===== src/rtl/hpt_pkg.sv =====
package hpt_pkg;

  typedef enum logic [1:0] {
    ST_IDLE  = 2'd0,
    ST_ISSUE = 2'd1,
    ST_WAIT  = 2'd2
  } walk_state_e;

endpackage


===== src/rtl/hpt_hash_unit.sv =====
module hpt_hash_unit #(
  parameter int VPN_W = 20,
  parameter int IDX_W = 6
) (
  input  logic [VPN_W-1:0] vpn_i,
  output logic [IDX_W-1:0] prim_idx_o,
  output logic [IDX_W-1:0] alt_idx_o
);
  localparam int LO_W = VPN_W / 2;
  localparam int HI_W = VPN_W - LO_W;

  // fold the two halves of the page number together, keep the index bits
  function automatic logic [IDX_W-1:0] fold_index(input logic [VPN_W-1:0] v);
    logic [HI_W-1:0] folded;
    folded = v[VPN_W-1:LO_W] ^ HI_W'(v[LO_W-1:0]);
    return IDX_W'(folded);
  endfunction

  // secondary slot: bitwise inverse of the primary index
  function automatic logic [IDX_W-1:0] alt_index(input logic [IDX_W-1:0] p);
    return ~p;
  endfunction

  always_comb begin
    prim_idx_o = fold_index(vpn_i);
    alt_idx_o  = alt_index(prim_idx_o);
  end

endmodule


===== src/rtl/hpt_addr_gen.sv =====
module hpt_addr_gen #(
  parameter int ADDR_W    = 32,
  parameter int IDX_W     = 6,
  parameter int ENTRIES   = 8,
  parameter int PTE_BYTES = 8,
  parameter int ENT_W     = 3
) (
  input  logic [ADDR_W-1:0] base_i,
  input  logic [IDX_W-1:0]  slot_i,
  input  logic [ENT_W-1:0]  entry_i,
  output logic [ADDR_W-1:0] addr_o
);
  localparam int SLOT_BYTES = ENTRIES * PTE_BYTES;

  function automatic logic [ADDR_W-1:0] entry_addr(
    input logic [ADDR_W-1:0] b,
    input logic [IDX_W-1:0]  s,
    input logic [ENT_W-1:0]  e
  );
    return b + (ADDR_W'(s) * ADDR_W'(SLOT_BYTES)) + (ADDR_W'(e) * ADDR_W'(PTE_BYTES));
  endfunction

  assign addr_o = entry_addr(base_i, slot_i, entry_i);

endmodule


===== src/rtl/hpt_pte_match.sv =====
module hpt_pte_match #(
  parameter int VPN_W = 20,
  parameter int PPN_W = 16,
  parameter int PTE_W = 1 + VPN_W + PPN_W
) (
  input  logic [PTE_W-1:0] pte_i,
  input  logic [VPN_W-1:0] vpn_i,
  output logic             hit_o,
  output logic [PPN_W-1:0] ppn_o
);
  logic             ent_valid;
  logic [VPN_W-1:0] ent_tag;

  always_comb begin
    ent_valid = pte_i[PTE_W-1];
    ent_tag   = pte_i[PTE_W-2:PPN_W];
    ppn_o     = pte_i[PPN_W-1:0];
    hit_o     = ent_valid && (ent_tag == vpn_i);
  end

endmodule


===== src/rtl/hpt_walk_ctrl.sv =====
module hpt_walk_ctrl
  import hpt_pkg::*;
#(
  parameter int ENTRIES = 8,
  parameter int ENT_W   = 3,
  parameter int PPN_W   = 16
) (
  input  logic             clk,
  input  logic             rst_n,
  input  logic             req_fire_i,
  input  logic             rsp_valid_i,
  input  logic             entry_hit_i,
  input  logic [PPN_W-1:0] entry_ppn_i,
  output logic             idle_o,
  output logic             issue_o,
  output logic             use_alt_o,
  output logic [ENT_W-1:0] entry_o,
  output logic             done_o,
  output logic             done_hit_o,
  output logic [PPN_W-1:0] done_ppn_o
);
  localparam logic [ENT_W-1:0] LAST_ENT = ENT_W'(ENTRIES - 1);

  walk_state_e      state_q;
  logic [ENT_W-1:0] entry_q;
  logic             alt_q;
  logic             done_q;
  logic             hit_q;
  logic [PPN_W-1:0] ppn_q;

  // named events for the walk
  logic ev_rsp;
  logic ev_match;
  logic ev_slot_spent;
  logic ev_rehash;
  logic ev_giveup;
  logic ev_step;

  always_comb begin
    ev_rsp        = (state_q == ST_WAIT) && rsp_valid_i;
    ev_match      = ev_rsp && entry_hit_i;
    ev_slot_spent = ev_rsp && !entry_hit_i && (entry_q == LAST_ENT);
    ev_rehash     = ev_slot_spent && !alt_q;
    ev_giveup     = ev_slot_spent && alt_q;
    ev_step       = ev_rsp && !entry_hit_i && (entry_q != LAST_ENT);
  end

  always_ff @(posedge clk or negedge rst_n) begin
    if (!rst_n) begin
      state_q <= ST_IDLE;
      entry_q <= '0;
      alt_q   <= 1'b0;
      done_q  <= 1'b0;
      hit_q   <= 1'b0;
      ppn_q   <= '0;
    end else begin
      done_q <= 1'b0;
      unique case (state_q)
        ST_IDLE: begin
          if (req_fire_i) begin
            state_q <= ST_ISSUE;
            entry_q <= '0;
            alt_q   <= 1'b0;
          end
        end
        ST_ISSUE: state_q <= ST_WAIT;
        ST_WAIT: begin
          if (ev_match) begin
            state_q <= ST_IDLE;
            done_q  <= 1'b1;
            hit_q   <= 1'b1;
            ppn_q   <= entry_ppn_i;
          end else if (ev_rehash) begin
            state_q <= ST_ISSUE;
            alt_q   <= 1'b1;
            entry_q <= '0;
          end else if (ev_giveup) begin
            state_q <= ST_IDLE;
            done_q  <= 1'b1;
            hit_q   <= 1'b0;
            ppn_q   <= '0;
          end else if (ev_step) begin
            state_q <= ST_ISSUE;
            entry_q <= entry_q + 1'b1;
          end
        end
        default: state_q <= ST_IDLE;
      endcase
    end
  end

  assign idle_o     = (state_q == ST_IDLE);
  assign issue_o    = (state_q == ST_ISSUE);
  assign use_alt_o  = alt_q;
  assign entry_o    = entry_q;
  assign done_o     = done_q;
  assign done_hit_o = hit_q;
  assign done_ppn_o = ppn_q;

  AST_DONE_SINGLE: assert property (@(posedge clk) disable iff (!rst_n)
    done_o |=> !done_o);

  AST_ALT_AFTER_LAST: assert property (@(posedge clk) disable iff (!rst_n)
    $rose(use_alt_o) |-> ($past(entry_o) == LAST_ENT) && (entry_o == '0));

  AST_MISS_AFTER_ALT: assert property (@(posedge clk) disable iff (!rst_n)
    (done_o && !done_hit_o) |-> $past(use_alt_o) && ($past(entry_o) == LAST_ENT));

endmodule


===== src/rtl/hpt_search_engine.sv =====
module hpt_search_engine #(
  parameter int VPN_W      = 20,
  parameter int PPN_W      = 16,
  parameter int ADDR_W     = 32,
  parameter int SLOT_IDX_W = 6,
  parameter int ENTRIES    = 8,
  parameter int PTE_BYTES  = 8,
  localparam int PTE_W     = 1 + VPN_W + PPN_W
) (
  input  logic              clk,
  input  logic              rst_n,
  input  logic              req_valid,
  input  logic [VPN_W-1:0]  req_vpn,
  input  logic [ADDR_W-1:0] tbl_base,
  output logic              req_ready,
  output logic              mem_req,
  output logic [ADDR_W-1:0] mem_addr,
  input  logic              mem_rvalid,
  input  logic [PTE_W-1:0]  mem_rdata,
  output logic              done,
  output logic              done_hit,
  output logic [PPN_W-1:0]  done_ppn
);
  localparam int ENT_W = (ENTRIES > 1) ? $clog2(ENTRIES) : 1;

  logic [VPN_W-1:0]      vpn_q;
  logic [ADDR_W-1:0]     base_q;
  logic                  req_fire;
  logic [SLOT_IDX_W-1:0] prim_idx;
  logic [SLOT_IDX_W-1:0] alt_idx;
  logic [SLOT_IDX_W-1:0] slot_idx;
  logic                  use_alt;
  logic [ENT_W-1:0]      entry_idx;
  logic                  entry_hit;
  logic [PPN_W-1:0]      entry_ppn;
  logic                  idle;
  logic                  issue;

  assign req_ready = idle;
  assign req_fire  = req_valid && idle;

  // capture page number and base at acceptance
  always_ff @(posedge clk or negedge rst_n) begin
    if (!rst_n) begin
      vpn_q  <= '0;
      base_q <= '0;
    end else if (req_fire) begin
      vpn_q  <= req_vpn;
      base_q <= tbl_base;
    end
  end

  hpt_hash_unit #(
    .VPN_W (VPN_W),
    .IDX_W (SLOT_IDX_W)
  ) u_hash (
    .vpn_i      (vpn_q),
    .prim_idx_o (prim_idx),
    .alt_idx_o  (alt_idx)
  );

  assign slot_idx = use_alt ? alt_idx : prim_idx;

  hpt_addr_gen #(
    .ADDR_W    (ADDR_W),
    .IDX_W     (SLOT_IDX_W),
    .ENTRIES   (ENTRIES),
    .PTE_BYTES (PTE_BYTES),
    .ENT_W     (ENT_W)
  ) u_addr (
    .base_i  (base_q),
    .slot_i  (slot_idx),
    .entry_i (entry_idx),
    .addr_o  (mem_addr)
  );

  hpt_pte_match #(
    .VPN_W (VPN_W),
    .PPN_W (PPN_W),
    .PTE_W (PTE_W)
  ) u_match (
    .pte_i (mem_rdata),
    .vpn_i (vpn_q),
    .hit_o (entry_hit),
    .ppn_o (entry_ppn)
  );

  hpt_walk_ctrl #(
    .ENTRIES (ENTRIES),
    .ENT_W   (ENT_W),
    .PPN_W   (PPN_W)
  ) u_ctrl (
    .clk         (clk),
    .rst_n       (rst_n),
    .req_fire_i  (req_fire),
    .rsp_valid_i (mem_rvalid),
    .entry_hit_i (entry_hit),
    .entry_ppn_i (entry_ppn),
    .idle_o      (idle),
    .issue_o     (issue),
    .use_alt_o   (use_alt),
    .entry_o     (entry_idx),
    .done_o      (done),
    .done_hit_o  (done_hit),
    .done_ppn_o  (done_ppn)
  );

  assign mem_req = issue;

  // open-read tracker seen only from the port side
  logic rd_open_q;
  always_ff @(posedge clk or negedge rst_n) begin
    if (!rst_n)          rd_open_q <= 1'b0;
    else if (mem_req)    rd_open_q <= 1'b1;
    else if (mem_rvalid) rd_open_q <= 1'b0;
  end

  AST_ONE_OUTSTANDING: assert property (@(posedge clk) disable iff (!rst_n)
    mem_req |-> !rd_open_q);

  AST_HIT_NEEDS_VALID: assert property (@(posedge clk) disable iff (!rst_n)
    (done && done_hit) |-> $past(mem_rvalid) && $past(mem_rdata[PTE_W-1])
                           && ($past(mem_rdata[PTE_W-2:PPN_W]) == vpn_q));

  AST_RESULT_HOLD: assert property (@(posedge clk) disable iff (!rst_n)
    !done |-> $stable(done_ppn) && $stable(done_hit));

  AST_READY_AT_DONE: assert property (@(posedge clk) disable iff (!rst_n)
    done |-> req_ready);

  AST_NO_READ_WHEN_IDLE: assert property (@(posedge clk) disable iff (!rst_n)
    req_ready |-> !mem_req);

endmodule


===== config.mk =====
export PLATFORM = sky130hd
export DESIGN_NAME = hpt_search_engine
export DESIGN_NICKNAME = d
export VERILOG_FILES = /design/src/rtl/hpt_pkg.sv /design/src/rtl/hpt_hash_unit.sv /design/src/rtl/hpt_addr_gen.sv /design/src/rtl/hpt_pte_match.sv /design/src/rtl/hpt_walk_ctrl.sv /design/src/rtl/hpt_search_engine.sv
export SDC_FILE = /design/constraint.sdc
export NUM_CORES = 1
export LEC_CHECK = 0
export BUFFER_PORTS_ARGS = -buffer_cell sky130_fd_sc_hd__buf_2
export CORE_MARGIN = 2
export CORE_UTILIZATION = 40
export CTS_CLUSTER_SIZE = 20
export DETAILED_ROUTE_END_ITERATION = 7
export PLACE_DENSITY_LB_ADDON = 0.12
export SYNTH_ARGS = -nofsm -noshare
export SYNTH_HDL_FRONTEND = slang
export SYNTH_SLANG_ARGS = --single-unit

===== constraint.sdc =====
create_clock -name clk -period 7.67 [get_ports clk]
set_clock_uncertainty 0.1 [all_clocks]
set_input_delay 1.534 -clock clk [delete_from_list [all_inputs] [get_ports clk]]
set_output_delay 1.534 -clock clk [all_outputs]
set_load 0.05 [all_outputs]

==> results.cfg, run 1 <==
[grt]
antenna_found_initial = 0
grt_start_max_net_pins = 77
grt_overflow = 0
grt_pass1_vias = 3663
grt_util_all_layers_pct = 18.4
grt_first_pass_wirelength_um = 18200

[critical_path]
crit_path_end_kind = primary output
path_max_fanout = 8
required_ns = 6.04
start_kind = register
path_class = reg2out
arrival_ns = 3.05

[synth]
synth_edf_count = 0
postSynthCellCount = 428
synthArstFlopShare_pct = 100
synthTopCellsByCount = dfrtp_1 (76), xnor2_1 (56), mux2_2 (50), nand2_1 (42), nor3_1 (20)
yosys-top-cells-area = dfrtp_1 (41%), mux2_2 (12%), xnor2_1 (11%), mux2i_1 (3.5%), nand2_1 (3.4%)
synth_ff_type = dfrtp_1
yosysWarningCount = 0
yosysUniqueCellTypes = 51
ys_ff_latch = 76
yosysTopAreaCell = dfrtp_1
syn_avg_cell_area_um2 = 10.7
yosysSeqAreaShare_pct = 41.5
synth_top_area_share_pct = 41.5
syn-num-nets = 533
yosysMostFrequentCell = dfrtp_1
synth_area_mm2 = 0.00459

[sta]
fmax_ghz = 0.213
worst_slew_pin_slew_ns = 1.00
relSlewSlack_pct = 33.1
fin_ws_ns = 2.98
finalHoldViolations = 0
tns_ns = 0
finalSetupViolCount = 0
rsz0062_at_grt = no
slew_viol_final = 0
post-route-period-util_pct = 61.1
fin_crit_ns = 4.69

[routing]
vias = 3609
first_pass_iters = 6
drc = 0
viasPerCell = 5.10
ant_nets = 0
routed_wl_um = 11000
drt-initial-drc-count = 190
wl_per_cell_um = 15.6

[clock_tree]
clk_latency_ns = 0.34
cts_buffer_depth = 2
clock_sinks = 76
post_cts_buffers = 0
cts_root_buf = clkbuf_16
cts_tree = yes
htree_levels = 3
clk_pin_slew_worst_paths_ns = 0.06
ctsHoldBuffers = 0
cts_resized = 0
cts_buffers = 9

[floorplanning]
ioPinCount = 145
initial_core_util_pct = 40.5
die-height_um = 111
fp-row-count = 39
die-area_mm2 = 0.0123
die_x_um = 111
core_region_area_mm2 = 0.0113

[final_layout]
fin_nets = 664
n_fill_cell = 1079
diodes = 0
drive_gt1_share_pct = 40.2
areaGrowthSynthToFinish_pct = 23.3
utilization_pct = 50.0

[outcome]
outcome = completed

[placed_design]
pre_cts_ws_ns = 3.33
dp_hpwl_um = 7760
port_buffers = 144
gp_congestion = 0.776

[run]
max_cap_violations = 0

[worst_hold_path]
hold_path_class = reg2reg
## metrics by stage
stage                     area (um^2)  instances  hold slack (ns)
after floorplan                  4590        428            0.382
after global placement           5360        691            0.384
after detailed placement         5360        691            0.390
after CTS                        5660        707            0.405
after global routing             5660        707            0.434
final                            5660        707            0.399
## final timing paths
kind | start | end | slack [ns] | cells after the start
worst max register to register | vpn_q[12] | u_ctrl.done_ppn_o[12] | 5.24 | 5
worst min-delay path | base_q[2] | base_q[2] | 0.40 | 1
worst min register to register | base_q[2] | base_q[2] | 0.40 | 1
min in group asynchronous | rst_n | base_q[22] | 1.24 | 1
worst max-delay path | u_ctrl.use_alt_o | mem_addr[31] | 2.98 | 9
max in group asynchronous | rst_n | base_q[3] | 5.56 | 1
## logic make-up (layout without fill, tap and decap cells)
group	count (synthesis)	count (layout)	synth area share, %
fa+ha+maj	12	12	3.44
mux	66	66	15.8
simple gates	125	125	14.9
xor+xnor	59	59	11.3
compound gates	55	55	9.14
flops	76	76	41.5
buf+inv	35	171	4.04
## cell usage in the layout (no fill, tap or decap), drive strengths merged, types with 6 or more instances in the layout
cell type	n
ha	11
inv	10
nand2	42
xnor2	56
nand4	11
mux2	50
and3	6
a21oi	7
clkbuf	9
a22oi	16
dfrtp	76
nor3	20
buf	146
o211ai	8
mux2i	16
and2	19
nor2	11
## worst max-delay path, stage by stage (launching register included)
cell and delay (ns):
dfrtp_1 0.50, xnor2_1 0.19, xnor2_1 0.14, ha_1 0.34, a21o_1 0.22, or4_4 0.49
o21a_1 0.27, nand4_1 0.15, xnor2_1 0.13, buf_2 0.28
## routing by layer
metal / global-route usage [%] / vias to the layer above / part of all wire, %
li1: - / 1777 / -
met1: 24.9 / 1723 / 47
met2: 28.7 / 98 / 46
met3: 4.87 / 11 / 5.6
met4: 6.17 / 0 / 1.5
met5: 0 / - / 0
## final cells by class
| class | count | area [um^2] | area share, % |
|---|---|---|---|
| well taps | 143 | 179 | 3.16 |
| flip-flops and latches | 76 | 1900 | 33.6 |
| repair buffers | 146 | 738 | 13.1 |
| multi-input cells | 317 | 2500 | 44.2 |
| inverters | 9 | 33.8 | 0.597 |
| clock buffers | 9 | 225 | 3.98 |
| clock inverters | 7 | 75.1 | 1.33 |
## sequential cells by signal, summed over array words and instances, names as in the netlist
register	cells
vpn_q	20
u_ctrl.state_q	2
u_ctrl.done_o	1
u_ctrl.entry_o	3
base_q	32
u_ctrl.use_alt_o	1
u_ctrl.done_hit_o	1
u_ctrl.done_ppn_o	16
Power of run 1 is not shown: default switching activity piles up to over one toggle a cycle in this logic, so the estimate is an artifact.
==> run 2: changes to the inputs <==
clock period = 3.9 ns   (was 7.67 ns; I/O delays follow)
==> run 2 against run 1 <==
Compared with the run above:
- non-clock buffer count increased by 8
- global-route usage decreased by 0.065 points
- first-iteration DRC count decreased by 23%
- cell count increased by 0.99%
- via count increased by 1.0%
- routed wire length increased by 1.6%
- sequential cell count unchanged
- critical path type unchanged
- setup slack got worse by 2.9 ns
- sequential share of layout area decreased by 1.2 points
- critical path depth unchanged
==> results.cfg, run 2 (synthesis results as in run 1) <==
[routing]
ant_nets = 0
drt-initial-drc-count = 147
routed_wl_um = 11200
vias = 3646
drc = 0
viasPerCell = 5.11
wl_per_cell_um = 15.6
first_pass_iters = 5

[grt]
antenna_found_initial = 0
grt_util_all_layers_pct = 18.3
grt_overflow = 0
grt_start_max_net_pins = 77
grt_first_pass_wirelength_um = 18000
grt_pass1_vias = 3667

[sta]
post-route-period-util_pct = 97.3
fin_crit_ns = 3.80
finalSetupViolCount = 0
fmax_ghz = 0.263
rsz0062_at_grt = yes
worst_slew_pin_slew_ns = 0.980
finalHoldViolations = 0
slew_viol_final = 0
relSlewSlack_pct = 34.6

[outcome]
outcome = completed

[floorplanning]
fp-row-count = 39
die_x_um = 111
die-height_um = 111
initial_core_util_pct = 40.5
ioPinCount = 145
core_region_area_mm2 = 0.0113
die-area_mm2 = 0.0123

[critical_path]
arrival_ns = 2.92
start_kind = register
required_ns = 3.02
crit_path_end_kind = primary output
path_max_fanout = 6
r2r_cells = 5
path_class = reg2out

[placed_design]
dp_hpwl_um = 7910
gp_congestion = 0.816
port_buffers = 144

[final_layout]
drive_gt1_share_pct = 43.4
layout_commonest_cell = buf_2
regMostFlops = base_q
layout_common_cells = buf_2 (131), dfrtp_1 (74), xnor2_1 (52), mux2_2 (50), nand2_1 (42)
largest_reg_flops = 32
utilization_pct = 51.9
areaGrowthSynthToFinish_pct = 28.0
n_fill_cell = 1054
multiInputGateArea_mm2 = 0.00259
fin_nets = 672
diodes = 0
regArea_mm2 = 0.00190

[clock_tree]
cts_buffers = 9
clk_pin_slew_worst_paths_ns = 0.06
cts_tree = yes
clk_latency_ns = 0.34
htree_levels = 3
cts_root_buf = clkbuf_16
cts_buffer_depth = 2
ctsHoldBuffers = 0
clock_sinks = 76

[run]
max_cap_violations = 0

[worst_hold_path]
min_path_cells = 1
hold_path_class = reg2reg
## run 2: changes by cell type in the layout (fill, tap and decap cells not counted), sizes merged
cell and change:
clkbuf +6, inv -1, buf +3, bufinv +2
clkinvlp -3
## run 2: layout make-up
type,instances,area share [%]
inverters,9,0.575
clock buffers,10,4.07
repair buffers,154,14.1
well taps,143,3.05
multi-input cells,317,44.1
flip-flops and latches,76,32.4
clock inverters,5,1.70
## run 2: timing repair
item / 4_1_cts / 5_1_grt
resized for setup: 2 / 35
setup endpoints to repair: 15 / 19
pin swaps: 1 / 11
setup buffers: 2 / 5
hold endpoints to repair: 0 / 0
## run 2: path summary, 6_finish.rpt
path | startpoint | to | slack [ns]
max | vpn_q[2] | mem_addr[29] | 0.10
min | base_q[0] | base_q[0] | 0.40
max reg2reg | vpn_q[12] | u_ctrl.state_q[0] | 1.44
min reg2reg | base_q[0] | base_q[0] | 0.40
max in group asynchronous | rst_n | u_ctrl.use_alt_o | 2.50
min in group asynchronous | rst_n | base_q[22] | 0.49
## run 2: critical path, stage by stage, from the launching register on
cell	delay, ns
dfrtp_1	0.43
xnor2_2	0.17
xnor2_1	0.14
ha_1	0.37
and3_4	0.20
or4_4	0.50
o21a_4	0.27
nand4_1	0.11
xnor2_1	0.15
buf_4	0.23
## run 2: layer usage
metal  vias to the layer above  part of all wire [%]  global-route usage, %
met2                       108                    45                   29.0
li1                       1787                     -                      -
met5                         -                     0                      0
met4                         0                   2.0                   7.65
met3                        14                   6.4                   4.92
met1                      1737                    46                   23.8
## run 2: metrics by stage
| stage | cell area [um^2] | setup TNS [ns] | setup WS (ns) | cells | hold slack, ns |
|---|---|---|---|---|---|
| 3_5_place_dp | 5360 | 0 | 0.316 | 692 | 0.395 |
| 2_1_floorplan | 4590 | 0 | 0.130 | 428 | 0.382 |
| 3_3_place_gp | 5360 | 0 | 0.352 | 692 | 0.384 |
| 5_1_grt | 5870 | -0.0608 | -0.0218 | 714 | 0.426 |
| 4_1_cts | 5720 | 0 | 0.000773 | 709 | 0.408 |
| 6_report | 5870 | 0 | 0.104 | 714 | 0.401 |
Power of run 2 is left out for the same reason.
